$ cat config.mk
export PLATFORM = sky130hd
export DESIGN_NAME = frame_dpll
export DESIGN_NICKNAME = d
export VERILOG_FILES = /design/src/rtl/frame_dpll_pkg.sv /design/src/rtl/frame_dpll_ctrl.sv /design/src/rtl/frame_dpll_dp.sv /design/src/rtl/frame_dpll.sv
export SDC_FILE = /design/constraint.sdc
export NUM_CORES = 1
export LEC_CHECK = 0
export ABC_CLOCK_PERIOD_IN_PS = 2500
export CAP_MARGIN = 10
export CELL_PAD_IN_SITES_DETAIL_PLACEMENT = 0
export CELL_PAD_IN_SITES_GLOBAL_PLACEMENT = 1
export CORE_ASPECT_RATIO = 0.8
export CORE_MARGIN = 3
export CORE_UTILIZATION = 43
export CTS_BUF_LIST = sky130_fd_sc_hd__clkbuf_8
export DETAILED_ROUTE_END_ITERATION = 12
export PLACE_DENSITY = 0.76
export SYNTH_ARGS = -nofsm -noshare
export SYNTH_HDL_FRONTEND = slang
export SYNTH_SLANG_ARGS = --single-unit
$ cat constraint.sdc
create_clock -name clk -period 2.5 [get_ports clk]
set_input_delay 0.5 -clock clk [delete_from_list [all_inputs] [get_ports clk]]
set_output_delay 0.5 -clock clk [all_outputs]
set_load 0.005 [all_outputs]
$ cat src/rtl/frame_dpll_pkg.sv
`timescale 1ns/1ps
package frame_dpll_pkg;

  // Correction strobes passed from control to datapath, valid for one cycle.
  typedef struct packed {
    logic stretch;  // hold the phase for one cycle
    logic shrink;   // advance the phase by two half-periods
  } corrStrobe_t;

  // One master period spans two cycles of the block clock.
  localparam int HALF_PER_MASTER = 2;

endpackage

$ cat src/rtl/frame_dpll_ctrl.sv
`timescale 1ns/1ps
module frame_dpll_ctrl
  import frame_dpll_pkg::*;
#(
  parameter int SYNC_DEPTH = 2
) (
  input  logic        clk,
  input  logic        rstN,
  input  logic        frameRef,
  input  logic        extLineClk,
  input  logic        bypassDiv,
  input  logic        loopFrame,
  input  logic        loopWindow,
  output corrStrobe_t corr,
  output logic        extRise
);

  // Synchronizer stages plus one history flop for edge detection.
  logic [SYNC_DEPTH:0] refPipe;
  logic [SYNC_DEPTH:0] extPipe;
  logic                refFall;
  logic                corrArm;

  always_ff @(posedge clk or negedge rstN) begin
    if (!rstN) begin
      refPipe <= '0;
      extPipe <= '0;
    end else begin
      refPipe <= {refPipe[SYNC_DEPTH-1:0], frameRef};
      extPipe <= {extPipe[SYNC_DEPTH-1:0], extLineClk};
    end
  end

  assign refFall = refPipe[SYNC_DEPTH] & ~refPipe[SYNC_DEPTH-1];
  assign extRise = extPipe[SYNC_DEPTH-1] & ~extPipe[SYNC_DEPTH];

  // A correction is armed only outside the dead band and only in loop mode.
  assign corrArm = refFall && !bypassDiv && loopWindow;

  always_ff @(posedge clk or negedge rstN) begin
    if (!rstN) begin
      corr <= '0;
    end else begin
      corr.stretch <= corrArm && !loopFrame;
      corr.shrink  <= corrArm && loopFrame;
    end
  end

endmodule

$ cat src/rtl/frame_dpll_dp.sv
`timescale 1ns/1ps
module frame_dpll_dp
  import frame_dpll_pkg::*;
#(
  parameter int FRAME_DIV       = 193,
  parameter int MASTER_PER_LINE = 8,
  parameter int CS_LOW_MASTER   = 4,
  parameter int DIV_LO          = 193,
  parameter int DIV_HI          = 256,
  localparam int LINE_H  = HALF_PER_MASTER * MASTER_PER_LINE,
  localparam int FRAME_H = LINE_H * FRAME_DIV,
  localparam int PH_W    = $clog2(FRAME_H)
) (
  input  logic            clk,
  input  logic            rstN,
  input  corrStrobe_t     corr,
  input  logic            extRise,
  input  logic            divSel256,
  output logic [PH_W-1:0] phase,
  output logic            lineTick,
  output logic            loopFrame,
  output logic            loopWindow,
  output logic            divFrame
);

  localparam int LINE_W  = $clog2(LINE_H);
  localparam int MID_H   = FRAME_H / 2;
  localparam int WIN_LO  = MID_H - CS_LOW_MASTER;
  localparam int WIN_HI  = MID_H + CS_LOW_MASTER;
  localparam int DIV_MAX = (DIV_HI > DIV_LO) ? DIV_HI : DIV_LO;
  localparam int DC_W    = $clog2(DIV_MAX);

  // ---------------- loop phase counter (half-master-period units)
  logic [1:0]      step;
  logic [PH_W:0]   phaseSum;
  logic [PH_W-1:0] phaseNext;
  logic [LINE_W:0] lineSum;

  always_comb begin
    if (corr.stretch)     step = 2'd0;
    else if (corr.shrink) step = 2'd2;
    else                  step = 2'd1;
    phaseSum = {1'b0, phase} + {{(PH_W-1){1'b0}}, step};
    if (phaseSum >= (PH_W+1)'(FRAME_H))
      phaseNext = PH_W'(phaseSum - (PH_W+1)'(FRAME_H));
    else
      phaseNext = PH_W'(phaseSum);
    lineSum = {1'b0, phase[LINE_W-1:0]} + (LINE_W+1)'(step);
  end

  always_ff @(posedge clk or negedge rstN) begin
    if (!rstN) phase <= '0;
    else       phase <= phaseNext;
  end

  // A line boundary is crossed whenever this cycle's step carries past it.
  assign lineTick   = (lineSum >= (LINE_W+1)'(LINE_H));
  assign loopFrame  = (phase < PH_W'(MID_H));
  assign loopWindow = !((phase >= PH_W'(WIN_LO)) && (phase < PH_W'(WIN_HI)));

  // ---------------- divide-mode counter
  logic [DC_W-1:0] divCnt;
  logic [DC_W-1:0] divLimit;
  logic [DC_W-1:0] divHalf;

  always_comb begin
    if (divSel256) begin
      divLimit = DC_W'(DIV_HI - 1);
      divHalf  = DC_W'(DIV_HI / 2);
    end else begin
      divLimit = DC_W'(DIV_LO - 1);
      divHalf  = DC_W'(DIV_LO / 2);
    end
  end

  always_ff @(posedge clk or negedge rstN) begin
    if (!rstN) begin
      divCnt <= '0;
    end else if (extRise) begin
      if (divCnt >= divLimit) divCnt <= '0;
      else                    divCnt <= divCnt + 1'b1;
    end
  end

  assign divFrame = (divCnt < divHalf);

endmodule

$ cat src/rtl/frame_dpll.sv
`timescale 1ns/1ps
module frame_dpll
  import frame_dpll_pkg::*;
#(
  parameter int FRAME_DIV       = 193,
  parameter int MASTER_PER_LINE = 8,
  parameter int CS_LOW_MASTER   = 4,
  parameter int DIV_LO          = 193,
  parameter int DIV_HI          = 256,
  parameter int SYNC_DEPTH      = 2
) (
  input  logic clk,
  input  logic rstN,
  input  logic frameRef,
  input  logic bypassDiv,
  input  logic divSel256,
  input  logic extLineClk,
  output logic lineClkEn,
  output logic frame8k,
  output logic corrWindow
);

  localparam int LINE_H  = HALF_PER_MASTER * MASTER_PER_LINE;
  localparam int FRAME_H = LINE_H * FRAME_DIV;
  localparam int PH_W    = $clog2(FRAME_H);

  corrStrobe_t     corr;
  logic            extRise;
  logic [PH_W-1:0] phase;
  logic            lineTick;
  logic            loopFrame;
  logic            loopWindow;
  logic            divFrame;

  frame_dpll_ctrl #(
    .SYNC_DEPTH(SYNC_DEPTH)
  ) ctrlInst (
    .clk        (clk),
    .rstN       (rstN),
    .frameRef   (frameRef),
    .extLineClk (extLineClk),
    .bypassDiv  (bypassDiv),
    .loopFrame  (loopFrame),
    .loopWindow (loopWindow),
    .corr       (corr),
    .extRise    (extRise)
  );

  frame_dpll_dp #(
    .FRAME_DIV       (FRAME_DIV),
    .MASTER_PER_LINE (MASTER_PER_LINE),
    .CS_LOW_MASTER   (CS_LOW_MASTER),
    .DIV_LO          (DIV_LO),
    .DIV_HI          (DIV_HI)
  ) dpInst (
    .clk        (clk),
    .rstN       (rstN),
    .corr       (corr),
    .extRise    (extRise),
    .divSel256  (divSel256),
    .phase      (phase),
    .lineTick   (lineTick),
    .loopFrame  (loopFrame),
    .loopWindow (loopWindow),
    .divFrame   (divFrame)
  );

  assign lineClkEn  = bypassDiv ? extRise  : lineTick;
  assign frame8k    = bypassDiv ? divFrame : loopFrame;
  assign corrWindow = !bypassDiv && loopWindow;

endmodule

==> out/results.txt, run 1 <==
Cells after Synth: 178
Min-delay src: ctrlInst.extPipe[0]$_DFF_PN0_
Crit path capture type: register
Critical-path maximum fanout: 5
R2r startpoint: ctrlInst.corr[0]$_DFF_PN0_
Rows: 20
Antenna-violating nets left: 0
Primary FF master, synth: dfrtp_1
Layout cell share with drive strength beyond 1: 29.2%
Register bit total from synthesis: 28
Clock power frac: 13.8%
Seq pwr share: 37.7%
Syn nets: 197
DR vias: 1417
TritonCTS clock tree: done
Die width: 77.3 um
Leading cell types in the layout, fill and taps excluded: dfrtp_1 (28), buf_4 (22), nor2_1 (17)
Utilization after layout: 58.5%
Slew HR: 53.1%
Buffers on Ports: 8
Die Y: 63.1 um
Remaining DRCs: 0
Overflow after GRT: 0
Clock Tree Buf Depth: 2
Die area: 4880 sq um
Kind of critical path: register to register
Power Dens Cells: 910 nW/um^2
Hold WC Path Type: register to register
Reg2reg end: dpInst.phase[7]$_DFF_PN0_
Outcome: completed
Hold depth: 0
Synth unique cells: 49
Top-Level Pins: 9
Post-synth ARST share: 100%
R2R Setup Slk: 30 ps
Root Driver: clkbuf_8
Most common cell after layout, fill and taps aside: dfrtp_1
Syn-to-layout area delta: 28.7%
Hold Slack: 365 ps
Core area: 3850 sq um
Final Wtd Congestion: 0.885
Pint: 1.22 mW
Worst-skew pair later-pin latency: 280 ps
Design Power: 2.05 mW
Switching pwr: 0.826 mW
Post-DR wirelength/cell: 14.7 um
Lkg Pwr: 1.01 nW
Drt pass-1 iters: 4
Number of diodes: 0
RSZ-0062 raised after global routing: true
Fin. max-slew vios: 0
Startpoint types: register
Least-Margin Pin Slew: 697 ps
Clock Sinks: 28
Initial antenna violation count: 0
Worst-path clk slew: 100 ps
Hold Fails Final Rpt: 0
DPL Wire Length: 2910 um
Min cycle time layout: 2470 ps
EDFF count, synth: 0
First-pass GRT wire length: 6800 um
Drt first-iter violations: 103
DRT Wirelength: 3920 um
F_max: 404 MHz
Syn Area/Cell: 9.83 sq um
Worst Path Required: 2710 ps
Dpl ws: -271 ps
Combinational power share: 48.5%
Gr usage total: 16.9%
Number of CTS-inserted buffers: 3
Peak VDD IR: 0.000553 V
Initial core utilization: 45.4%
CP arrival: 2680 ps
Final net count: 232
Netlist Area Pre-Place: 1750 sq um
Max-Cap Viols: 0
Placed instance area: 2040 sq um
Post-synthesis sequential area ratio: 40.0%
Ys Warns: 0
H-tree depth: 1
Vias per std cell: 5.31
Setup WS post-layout: 26.9 ps
Fin crit share: 98.9%
Design area: 2250 sq um
Final setup vio count: 0
Hold path endpoint: ctrlInst.extPipe[1]$_DFF_PN0_
# hold bufs at CTS: 0
R2r worst-path depth: 12
Vias in the first global route: 1454
Worst Skew: 7.64 ps
Largest net degree at the start of global routing: 29
Sw frac: 40.3%
[how the worst max path moves through the flow]
stage | slack, ps | startpoint | endpoint | cells past startpoint
3_5_place_dp | -270 | divSel256 | frame8k | 7
4_1_cts | 6 | ctrlInst.corr[0]$_DFF_PN0_ | dpInst.phase[4]$_DFF_PN0_ | 13
2_1_floorplan | 210 | ctrlInst.corr[0]$_DFF_PN0_ | dpInst.phase[7]$_DFF_PN0_ | 11
6_report | 30 | ctrlInst.corr[0]$_DFF_PN0_ | dpInst.phase[7]$_DFF_PN0_ | 12
5_1_grt | -150 | ctrlInst.corr[1]$_DFF_PN0_ | dpInst.phase[7]$_DFF_PN0_ | 13
3_3_place_gp | -240 | divSel256 | frame8k | 7
[cells in the mapped netlist (2+ instances only)]
master,n,area (sq um)
nor2_2,2,12.5
o21ai_0,14,70.1
a21oi_2,2,17.5
buf_2,4,20.0
nand3b_1,2,15.0
nand2b_1,4,25.0
ha_1,12,150
nor2_1,20,75.1
and3_1,2,12.5
nand3_1,5,25.0
nand2_1,16,60.1
nor3_1,2,10.0
xnor2_1,8,70.1
nor2b_1,7,43.8
nor4_2,2,25.0
a21oi_1,2,10.0
and2_1,2,12.5
o21ai_1,2,10.0
xor2_1,7,61.3
a31oi_1,2,12.5
inv_1,4,15.0
a22o_1,2,17.5
dfrtp_1,28,701
nand4_1,2,12.5
[flip-flops by register name, summed over array words and instances, names as in the netlist]
name              count
dpInst.divCnt         8
ctrlInst.corr         2
ctrlInst.extPipe      3
ctrlInst.refPipe      3
dpInst.phase         12
[through the flow]
step / TNS (ps) / instances
after CTS: 0 / 265
after global placement: -1200 / 259
after floorplan: 0 / 178
after global routing: -417 / 267
after detailed placement: -1850 / 259
final: 0 / 267
[power by group through the flow]
| stage | combinational (mW) | clock [mW] | sequential (mW) |
|---|---|---|---|
| finish | 0.995 | 0.283 | 0.773 |
| global route | 1.10 | 0.310 | 0.794 |
| CTS | 0.917 | 0.292 | 0.758 |
| detailed placement | 0.846 | 0 | 0.763 |
| global placement | 0.821 | 0 | 0.754 |
| floorplan | 0.615 | 0 | 0.673 |
[final cells by class]
type | instances | area (sq um)
Clock buffer | 4 | 55.1
Fill cell | 348 | 1600
Inverter | 4 | 15.0
Multi-Input combinational cell | 142 | 1130
Sequential cell | 28 | 701
Tap cell | 55 | 68.8
Timing Repair Buffer | 34 | 283
[critical path, cell delays in order (launching register included)]
cell	delay, ps
dfrtp_1	410
nor2b_4	150
ha_4	270
a21oi_2	60
buf_6	130
nor3_4	240
mux2i_2	290
a211oi_2	100
buf_4	160
nor2_4	210
o21ai_1	110
a2bb2oi_2	160
xnor2_1	120
[timing repair]
action / CTS / global route
setup endpoints to repair: 7 / 8
setup buffers: 3 / 2
gates resized for setup: 14 / 19
cloned: 0 / 0
pin swaps: 12 / 12
[logic make-up (layout without fill, tap and decap cells)]
group	after synthesis	in the layout	synth area share, %
multiplexers	2	2	1.22
buffers and inverters	8	42	2.00
flip-flops	28	28	40.0
adder cells (fa/ha/maj)	13	13	9.72
AND/OR/NAND/NOR	73	73	23.1
XOR/XNOR	16	16	8.44
AO/OA/AOI/OAI	38	38	15.5
[per-layer routing]
| layer | GRT usage [%] | vias up | part of all wire [%] |
|---|---|---|---|
| li1 | - | 701 | - |
| met1 | 22.2 | 685 | 47 |
| met2 | 29.0 | 27 | 48 |
| met3 | 3.86 | 4 | 4.2 |
| met4 | 2.67 | 0 | 0.76 |
| met5 | 0 | - | 0 |
Power figures use the tool's default switching activity.
==> run 2, diff against run 1 <==
Settings changed: ABC_AREA from default to 1, ABC_CLOCK_PERIOD_IN_PS 2500 to 2900, PLACE_DENSITY 0.76 to 0.79.
Clock period 2.5 ns to 2.9 ns, I/O delays scaled along.
==> run 2 against run 1 <==
Compared with the run above: largest power group unchanged; critical endpoint is now lineClkEn; non-clock buffer count down 23; register-to-register slack better by 660 ps; flip-flop and latch count unchanged; global-route usage down 1.3 points; first-iteration DRC count down 22%; wire length down 15%; via count unchanged; sequential share of layout area up 3.3 points; hold slack worse by 10 ps; core utilization down 6.3 points.
==> out/results.txt, run 2 <==
Outcome: completed
Top delay family on crit path: buffers and inverters
EDFF count, synth: 0 (unchanged)
Initial antenna violation count: 0 (unchanged)
Largest regs: dpInst.phase: 12 flops, dpInst.divCnt: 8 flops
F_max: 376 MHz
# Post-CTS Setup Buffers: 0 (-3)
Die width: 78.1 um (+0.95%)
Setup TNS Final: 0 ps (unchanged)
Overflow after GRT: 0 (unchanged)
Layout cell share with drive strength beyond 1: 11.2% (-18 points)
Buffers on Ports: 8 (unchanged)
Syn-to-layout area delta: 14.1%
Clock Sinks: 28 (unchanged)
Top cell type's share of synthesized area: 39.2% (-0.81 points)
Yosys top cell by area: dfrtp_1
Dpl ws: 57.8 ps (+329 ps)
Syn nets: 245 (+24%)
Root Driver: clkbuf_8
# hold bufs at CTS: 0 (unchanged)
Setup crit end: lineClkEn
Leading cell types in the layout, fill and taps excluded: nand2_1 (63), inv_1 (29), dfrtp_1 (28)
Crit path cell chain: nor2_1 -> ha_1 -> fa_1 -> nand3_2 -> o21ai_0 -> clkdlybuf4s50_1
Largest net degree at the start of global routing: 29 (unchanged)
Slowest Stage Delay on Critical Path: 530 ps (+120 ps)
Critical-path maximum fanout: 5 (unchanged)
Crit-path slowest cell: clkdlybuf4s50_1
Max-Cap Viols: 0 (unchanged)
DPL Wire Length: 2660 um (-8.8%)
Final setup vio count: 0 (unchanged)
Drt pass-1 iters: 4 (unchanged)
Primary FF master, synth: dfrtp_1
Worst Path Required: 2320 ps (-390 ps)
R2R Setup Slk: 690 ps (+660 ps)
CP bufs+invs: 1 (-1)
Post-synth top cells: nand2_1 (63), inv_1 (29), dfrtp_1 (28)
DRT Wirelength: 3330 um (-15%)
Post-DR wirelength/cell: 11.3 um (-23%)
Cells after Synth: 226 (+27%)
Post-synth ARST share: 100% (unchanged)
Layout filler cell count: 391 (+12%)
Synth unique cells: 29 (-41%)
Die Y: 63.7 um (+0.94%)
Core area: 3900 sq um (+1.3%)
First-pass GRT wire length: 6300 um (-7.3%)
Crit path from: ctrlInst.corr[0]$_DFF_PN0_
Top cells by area, synth: dfrtp_1 (39%), nand2_1 (13%), ha_1 (8.4%)
R2r worst-path depth: 15 (+3)
R2r startpoint: ctrlInst.corr[0]$_DFF_PN0_
Fin. max-slew vios: 0 (unchanged)
TritonCTS clock tree: done
DR vias: 1417 (unchanged)
Reg2reg end: dpInst.phase[9]$_DFF_PN0_
Number of diodes: 0 (unchanged)
Post-synthesis sequential area ratio: 39.2% (-0.81 points)
Largest Register: dpInst.phase
Worst-path clk slew: 100 ps (about the same)
Peak VDD IR: 0.000316 V (-43%)
Register bit total from synthesis: 28 (unchanged)
Slew HR: 73.0% (+20 points)
Crit path capture type: output pin
Min cycle time layout: 2660 ps
Setup WS post-layout: 241 ps (+215 ps)
Power Dens Cells: 799 nW/um^2 (-12%)
Fin crit share: 91.7%
Drt first-iter violations: 80 (-22%)
Remaining DRCs: 0 (unchanged)
Netlist Area Pre-Place: 1790 sq um (+2.1%)
Largest register FFs: 12 (unchanged)
Clock Tree Buf Depth: 2 (unchanged)
Least-Margin Pin Slew: 401 ps (-296 ps)
Top-Level Pins: 9 (unchanged)
Initial core utilization: 45.8% (+0.35 points)
Worst-skew pair later-pin latency: 270 ps (about the same)
Kind of critical path: register to output pin
Lkg Pwr: 1.01 nW (+0.40%)
Hold Fails Final Rpt: 0 (unchanged)
Rows: 20 (unchanged)
Startpoint types: register
CP arrival: 2080 ps (-600 ps)
Final net count: 261 (+13%)
Final Wtd Congestion: 0.739 (-17%)
H-tree depth: 1 (unchanged)
Gr usage total: 15.6% (-1.3 points)
Ys Warns: 0 (unchanged)
Most common cell after layout, fill and taps aside: nand2_1
Syn Area/Cell: 7.91 sq um (-20%)
Number of CTS-inserted buffers: 3 (unchanged)
Hold WC Path Type: register to register
RSZ-0062 raised after global routing: false
Top-count cell post-synth: nand2_1
Vias in the first global route: 1360 (-6.5%)
Antenna-violating nets left: 0 (unchanged)
Vias per std cell: 4.79 (-9.8%)
WP depth: 6 (-6)
Worst Skew: 3.70 ps (-3.94 ps)
Die area: 4970 sq um (+1.9%)
run 2: cell types whose count changed in the layout (fill, tap and decap cells not counted), sizes merged, moves of 5 or more:
cell | before | now
nand3 | 7 | 16
xnor2 | 8 | 1
nand2 | 16 | 70
buf | 26 | 3
inv | 4 | 31
o21ai | 16 | 11
nor2b | 7 | 0
run 2: cells by family (layout without fill, tap and decap cells):
group	Yosys count	count (layout)	synth area share, %
AND/OR/NAND/NOR	123	123	33.6
AO/OA/AOI/OAI	20	20	6.30
buffers and inverters	33	48	6.93
XOR/XNOR	9	9	4.41
adder cells (fa/ha/maj)	13	13	9.52
flip-flops	28	28	39.2
run 2: final cells by class:
class                   instances  area, sq um  area share [%]
multi-input cells             165          968            47.5
inverters                      33          124            6.08
flip-flops and latches         28          701            34.4
repair buffers                 11          105            5.16
clock inverters                 1         30.0            1.47
well taps                      55         68.8            3.38
clock buffers                   3         41.3            2.03
run 2: how the worst min path moves through the flow:
stage	start	endpoint	slack [ps]	depth (start not counted)
after floorplan	rstN	ctrlInst.corr[0]$_DFF_PN0_	280	0
after global placement	ctrlInst.refPipe[0]$_DFF_PN0_	ctrlInst.refPipe[1]$_DFF_PN0_	330	0
after detailed placement	ctrlInst.extPipe[0]$_DFF_PN0_	ctrlInst.extPipe[1]$_DFF_PN0_	340	0
after CTS	ctrlInst.extPipe[0]$_DFF_PN0_	ctrlInst.extPipe[1]$_DFF_PN0_	360	0
after global routing	ctrlInst.refPipe[0]$_DFF_PN0_	ctrlInst.refPipe[1]$_DFF_PN0_	370	0
final	ctrlInst.extPipe[0]$_DFF_PN0_	ctrlInst.extPipe[1]$_DFF_PN0_	360	0
run 2: through the flow:
| step | area, sq um | total power [mW] | util [%] | cells | hold WS [ps] |
|---|---|---|---|---|---|
| after floorplan | 1790 | 1.15 | - | 226 | 284 |
| after global placement | 1960 | 1.31 | 50.2 | 292 | 331 |
| after detailed placement | 1960 | 1.33 | 50.2 | 292 | 336 |
| after CTS | 2030 | 1.64 | 52.0 | 296 | 359 |
| after global routing | 2040 | 1.80 | 52.2 | 296 | 372 |
| final | 2040 | 1.63 | 52.2 | 296 | 355 |
run 2: metal layers:
metal | routed length [um] | vias up | global-route usage (%)
met2 | 1330 | 25 | 23.3
li1 | - | 752 | -
met3 | 162 | 2 | 4.00
met4 | 13 | 0 | 1.31
met1 | 1830 | 638 | 23.4
met5 | 0 | - | 0
run 2: where the power goes:
group	internal [mW]	leakage [nW]	switching, mW
registers	0.506	0.347	0.146
clock network	0.185	0.0357	0.119
logic	0.267	0.629	0.407
run 2: worst register-to-register path, delay by kind of cell (launching register included):
| family | cells | cell delay, ps |
|---|---|---|
| adders and majority gates | 2 | 650 |
| DFF | 1 | 350 |
| and+or+nand+nor | 11 | 960 |
| buffers and inverters | 2 | 160 |
run 2: timing repair:
item | 4_1_cts | 5_1_grt
setup endpoints to repair | 0 | 1
endpoints found under the hold margin | 0 | 0
gates resized for setup | 0 | 2
